==> src/rtl/pin_irq_pkg.sv <==
package pin_irq_pkg;

    typedef enum logic {
        SRC_PINS = 1'b0,
        SRC_ALT  = 1'b1
    } irq_src_e;

    typedef struct packed {
        logic pend;
        logic src_d;
    } latch_state_t;

    // Level after direction correction: active when it matches the polarity bit.
    function automatic logic pin_active(input logic level, input logic pol);
        return level ^ ~pol;
    endfunction

endpackage

==> src/rtl/pin_irq_sync.sv <==
module pin_irq_sync #(
    parameter int WIDTH  = 8,
    parameter int STAGES = 2
) (
    input  logic             clk,
    input  logic             rst,
    input  logic [WIDTH-1:0] d_i,
    output logic [WIDTH-1:0] q_o
);
    logic [WIDTH-1:0] stage_q [STAGES];
    logic             run_q;

    always_ff @(posedge clk) begin
        if (rst) run_q <= 1'b0;
        else     run_q <= 1'b1;
    end

    genvar k;
    generate
        for (k = 0; k < STAGES; k++) begin : g_stage
            if (k == 0) begin : g_first
                always_ff @(posedge clk) begin
                    if (rst) stage_q[0] <= '0;
                    else     stage_q[0] <= d_i;
                end
                p_sync_first_r8: assert property (@(posedge clk) disable iff (rst)
                    run_q |-> stage_q[0] == $past(d_i))
                    else $error("first synchroniser stage lost a sample");
            end else begin : g_rest
                always_ff @(posedge clk) begin
                    if (rst) stage_q[k] <= '0;
                    else     stage_q[k] <= stage_q[k-1];
                end
                p_sync_chain_r8: assert property (@(posedge clk) disable iff (rst)
                    run_q |-> stage_q[k] == $past(stage_q[k-1]))
                    else $error("synchroniser chain skipped a stage");
            end
        end
    endgenerate

    assign q_o = stage_q[STAGES-1];
endmodule

==> src/rtl/pin_irq_qualify.sv <==
module pin_irq_qualify
    import pin_irq_pkg::*;
#(
    parameter int WIDTH = 8
) (
    input  logic [WIDTH-1:0] level_i,
    input  logic [WIDTH-1:0] en_i,
    input  logic [WIDTH-1:0] pol_i,
    output logic             any_o
);
    logic [WIDTH-1:0] hit;

    genvar i;
    generate
        for (i = 0; i < WIDTH; i++) begin : g_pin
            assign hit[i] = en_i[i] & pin_active(level_i[i], pol_i[i]);
        end
    endgenerate

    assign any_o = |hit;

    always_comb begin
        if (en_i == '0) p_disabled_quiet_r3: assert (!any_o)
            else $error("merged source high with all pins disabled");
    end
endmodule

==> src/rtl/pin_irq_latch.sv <==
module pin_irq_latch
    import pin_irq_pkg::*;
(
    input  logic clk,
    input  logic rst,
    input  logic src_i,
    input  logic ack_i,
    output logic pend_o
);
    latch_state_t st_q, st_d;
    logic         rise;

    assign rise = src_i & ~st_q.src_d;

    always_comb begin
        st_d       = st_q;
        st_d.src_d = src_i;
        if (rise)       st_d.pend = 1'b1;
        else if (ack_i) st_d.pend = 1'b0;
    end

    always_ff @(posedge clk) begin
        if (rst) st_q <= '0;
        else     st_q <= st_d;
    end

    assign pend_o = st_q.pend;

    p_set_on_edge_r5: assert property (@(posedge clk) disable iff (rst)
        (src_i && !st_q.src_d) |=> pend_o)
        else $error("source edge did not set the request");

    p_hold_until_ack_r5: assert property (@(posedge clk) disable iff (rst)
        (pend_o && !ack_i) |=> pend_o)
        else $error("request dropped without acknowledge");

    p_rise_has_cause_r4: assert property (@(posedge clk) disable iff (rst)
        $rose(pend_o) |-> st_q.src_d)
        else $error("request rose without a source edge");
endmodule

==> src/rtl/pin_irq_aggregator.sv <==
module pin_irq_aggregator
    import pin_irq_pkg::*;
#(
    parameter int NUM_PINS    = 8,
    parameter int SYNC_STAGES = 2
) (
    input  logic                clk,
    input  logic                rst,
    input  logic [NUM_PINS-1:0] pin_i,
    input  logic [NUM_PINS-1:0] pin_en_i,
    input  logic [NUM_PINS-1:0] pin_pol_i,
    input  logic                glob_en_i,
    input  logic                alt_mode_i,
    input  logic                alt_req_i,
    input  logic                ack_i,
    output logic                irq_o
);
    localparam int SYNC_DEPTH = (SYNC_STAGES < 2) ? 2 : SYNC_STAGES;

    logic [NUM_PINS-1:0] pin_sync;
    logic                pin_any;
    logic                src;
    logic                pend;
    irq_src_e            owner;

    pin_irq_sync #(.WIDTH(NUM_PINS), .STAGES(SYNC_DEPTH)) u_sync (
        .clk (clk),
        .rst (rst),
        .d_i (pin_i),
        .q_o (pin_sync)
    );

    pin_irq_qualify #(.WIDTH(NUM_PINS)) u_qual (
        .level_i (pin_sync),
        .en_i    (pin_en_i),
        .pol_i   (pin_pol_i),
        .any_o   (pin_any)
    );

    assign owner = alt_mode_i ? SRC_ALT : SRC_PINS;

    always_comb begin
        unique case (owner)
            SRC_ALT:  src = alt_req_i;
            default:  src = pin_any;
        endcase
    end

    pin_irq_latch u_latch (
        .clk    (clk),
        .rst    (rst),
        .src_i  (src),
        .ack_i  (ack_i),
        .pend_o (pend)
    );

    assign irq_o = pend & glob_en_i;

    p_global_gate_r6: assert property (@(posedge clk) disable iff (rst)
        !glob_en_i |-> !irq_o)
        else $error("request visible while globally disabled");

    p_alt_masks_pins_r7: assert property (@(posedge clk) disable iff (rst)
        (alt_mode_i && !alt_req_i && !pend && !ack_i) |=> !pend || $past(alt_mode_i && alt_req_i))
        else $error("pin activity raised a request in alternate mode");
endmodule

==> config.mk <==
export PLATFORM = sky130hd
export DESIGN_NAME = pin_irq_aggregator
export DESIGN_NICKNAME = d
export VERILOG_FILES = /design/src/rtl/pin_irq_pkg.sv /design/src/rtl/pin_irq_sync.sv /design/src/rtl/pin_irq_qualify.sv /design/src/rtl/pin_irq_latch.sv /design/src/rtl/pin_irq_aggregator.sv
export SDC_FILE = /design/constraint.sdc
export NUM_CORES = 1
export LEC_CHECK = 0
export BUFFER_PORTS_ARGS = -buffer_cell sky130_fd_sc_hd__buf_2
export CAP_MARGIN = 20
export CELL_PAD_IN_SITES_DETAIL_PLACEMENT = 0
export CELL_PAD_IN_SITES_GLOBAL_PLACEMENT = 1
export CORE_MARGIN = 4
export CORE_UTILIZATION = 32
export DETAILED_ROUTE_END_ITERATION = 7
export MAX_ROUTING_LAYER = met4
export PLACE_DENSITY_LB_ADDON = 0.08
export SLEW_MARGIN = 20
export SYNTH_ARGS = -nofsm -noshare
export SYNTH_HDL_FRONTEND = slang
export SYNTH_HIERARCHICAL = 1
export SYNTH_SLANG_ARGS = --single-unit
==> constraint.sdc <==
create_clock -name clk -period 1.42 [get_ports clk]
set_clock_uncertainty 0.05 [all_clocks]
set_input_delay 0.284 -clock clk [delete_from_list [all_inputs] [get_ports clk]]
set_output_delay 0.284 -clock clk [all_outputs]
set_load 0.01 [all_outputs]
-- After elaboration in Yosys (flattened, before gate mapping)
Memory sizes are Yosys's and may differ from the RTL's.
Index checks and enable logic that the tools add are counted.
- bitwise gates (word level): 29
- $add $sub $neg: 0
- div/mod/pow operators: 0
- muxes and demuxes: 9
- multipliers: 0
- shift operators: 0
- order comparisons: 0
- reduce and logical (&&, ||, !) cells: 2
- equal/unequal tests: 0
- operators with widths (operator ; count):
    $mux W8 ; 2
    $and A1 B1 Y1 ; 10
    $not A1 Y1 ; 9
    $reduce_or A8 Y1 ; 1
    $xor A1 B1 Y1 ; 8
    $mux W1 ; 7
    $or A1 B1 Y1 ; 2
    $reduce_bool A2 Y1 ; 1
- memories: 1
- bits of input ports: 30
- RAM bits: 16
- output and inout bits: 1
- word-level logic and storage cells: 43
- bits in read-only memories: 0
- register bits: 2
- latch bits: 0
- memories (memory ; depth ; bits a word ; rd ports ; clocked after Yosys merged registers in ; wr ports ; line ; source):
    u_sync.stage_q ; 2 ; 8 ; 2 ; 0 ; 2 ; pin_irq_sync.sv:10 ; logic [WIDTH-1:0] stage_q [STAGES];

-- Logic depth before layout (Yosys ltp)
- word-level depth: 7
- mapped depth: 6
- gate-level depth less buffers: 6

-- By module
The synthesis kept the hierarchy.
- modules (own cells, without submodules) (module ; cells an instance ; times used ; area an instance (sq um)):
    pin_irq_sync ; 33 ; 1 ; 464.2
    pin_irq_qualify ; 13 ; 1 ; 106.4
    pin_irq_latch ; 6 ; 1 ; 67.6
    pin_irq_aggregator ; 2 ; 1 ; 21.3

-- Worst setup path before layout
Ideal clock, no wire load.
- path kind: reg-to-reg
- start point: memory u_sync.stage_q[1][2]
- end point: register u_latch.st_q, in the netlist u_latch/pend_o
- setup slack: 0.191 ns
- data required time: 1.256 ns
- library setup time: 0.114 ns
- clock period less this slack: 1.229 ns
- cell stages (with the launch flop): 7
- arrival: 1.065 ns
- cell sequence: dfxtp_1 -> xnor2_1 -> a22oi_1 -> nand4_1 -> mux2_4 -> nand2b_1 -> a21oi_2
- RTL lines (element ; line ; source):
    from (decl) ; pin_irq_sync.sv:10 ;
    to (signal assigned) ; pin_irq_latch.sv:24 ; else st_q <= st_d;
    to (decl) ; pin_irq_latch.sv:10 ; latch_state_t st_q, st_d;

==> out/results.txt <==
Syn_area_per_cell: 12.2 sq um
Num rows: 16
Die Ht: 53.4 um
Sink Count: 18
Via Count: 458
Status: finished, final reports clean
Sequential cell area fraction in the yosys report: 54.6%
Synthesis-to-finish area growth: 38.1%
Post-synth top area share: 54.6%
Largest net degree at the start of global routing: 15
Gr usage total: 8.58%
Post-CTS Setup Repair Bufs: 0
Yosys warnings: 6
I/O pin cnt: 31
Leakage: 0.413 nW
Routed WL per cell: 9.42 um
Max-Slew Margin vs Limit: 82.7%
Global-route wire length before repair: 1640 um
Main area contributors after synthesis: dfxtp_1 (55%), xnor2_1 (11%), nor2b_2 (9.3%)
DRT antenna net count: 0
Die Area: 0.00285 sq mm
Cells after Synth: 54
Final Hold Fails: 0
Layout cells sized above 1: 64.8%
Starting density of the core: 33.6%
Pwr Density: 1060 mW/mm^2
Num CTS Buffers: 3
Initial antenna violation count: 0
Final period utilization: 93.9%
Clock transition at path regs: 100 ps
Worst setup SP type: flop
Worst-Margin Slew: 260 ps
Maximum fanout along the worst path: 2
Crit. End Element: flop
R2r setup slk: 90 ps
Total negative slack: 0 ps
Setup CP Type: reg2reg
Hold Path Class: in2reg
Total power: 0.000965 W
Total grt overflow: 0
Flops & latches, synth: 18
Syn Nets: 84
Post-DP HPWL: 899 um
Number of diodes: 0
Final setup violation count: 0
Final wirelength: 1080 um
Fmax: 0.750 GHz
Commonest non-fill, non-tap cell in the layout: buf_2
# port buffers: 30
Largest area contributor in the netlist: dfxtp_1
First DRT Iteration DRCs: 3
CTS tree: built
Drt drc: 0
Post-synth cell types: 12
Maximum clock path buffer count: 2
Htree depth: 1
Nets@finish: 119
DRT Pass-1 Iters: 3
Minimum clock period: 1330 ps
Worst EP required: 1540 ps
# hold bufs at CTS: 0
RSZ-0062 raised after global routing: false
WP data arrival: 1450 ps
Die width: 53.4 um
Number of global-route vias before repair: 410
Max-Cap Viols: 0
Slew Viols, Final: 0
Clock Latency Late Sink: 280 ps
Peak supply drop: 558 uV
Most frequent cells in the layout: buf_2 (30), dfxtp_1 (16), nor2b_2 (7), xnor2_1 (6), and2b_2 (6)
Root buf cell: clkbuf_4
Mapped Area: 659 sq um
CORE AREA: 0.00196 sq mm
Routability cong.: 0.652
Vias per cell: 3.98
critical path, cell delays in order (launching register included):
cell	delay, ps
dfxtp_2	340
xnor2_2	130
a22oi_2	160
nand4_1	110
mux2_4	300
nor2b_1	130
timing repair:
action                                  in CTS  in global routing
endpoints found under the hold margin        0                  0
gates resized for setup                      0                  7
endpoints found under the setup margin       0                  2
path summary, 6_finish.rpt:
check | from | cells after the start | endpoint
hold reg to reg | u_sync/stage_q[0][3] | 1 | u_sync/stage_q[1][3]
setup reg to reg | u_sync/stage_q[1][2] | 5 | u_latch/st_q[0]
hold / removal | pin_i[3] | 2 | u_sync/stage_q[0][3]
setup / recovery | u_sync/stage_q[1][2] | 5 | u_latch/st_q[0]
registers in the layout, summed over array words and instances, names as in the netlist:
register,count
u_sync/stage_q,16
u_latch/pend_o,1
u_latch/st_q,1
area by class of cell:
cell class,count,area (sq um)
repair buffers,31,158
fillers,215,1050
flip-flops and latches,18,363
clock buffers,4,36.3
well taps,27,33.8
multi-input cells,35,320
cell families (layout without fill, tap and decap cells):
family / Yosys count / count (layout) / share of synthesized area [%]
mux: 1 / 1 / 2.28
compound gates: 5 / 5 / 5.88
flops: 18 / 18 / 54.6
xor+xnor: 8 / 8 / 10.6
simple gates: 21 / 21 / 24.9
buf+inv: 1 / 35 / 1.71
routing by layer:
layer,global-route usage [%],wire (um),up-vias
met1,10.9,491,189
met2,10.6,402,27
met4,5.11,0,0
met5,-,0,-
li1,-,-,242
met3,4.23,189,0
stage by stage:
stage / instances / util [%] / worst slack, ps / cell area [sq um] / hold slack (ps)
floorplan: 54 / - / 191 / 659 / 296
global placement: 111 / 42.8 / -21.7 / 840 / 370
detailed placement: 111 / 42.8 / -52.1 / 840 / 375
CTS: 115 / 44.6 / 24.3 / 876 / 146
global route: 115 / 46.4 / 9.82 / 911 / 145
finish: 115 / 46.4 / 86.1 / 911 / 156
power breakdown:
| part | total [W] | internal [W] | switching [W] | leakage [nW] |
|---|---|---|---|---|
| clock | 0.000297 | 0.000156 | 0.000141 | 0.0210 |
| sequential | 0.000540 | 0.000531 | 0.00000855 | 0.150 |
| combinational | 0.000129 | 0.0000837 | 0.0000448 | 0.242 |
cell usage after synthesis (all sizes together):
cell type  count
a21oi          1
a22oi          4
and2           1
and2b          6
buf            1
dfxtp         18
mux2           1
nand2b         2
nand4          1
nor2b         11
xnor2          8
No activity file was read; power rests on OpenSTA's default activity.
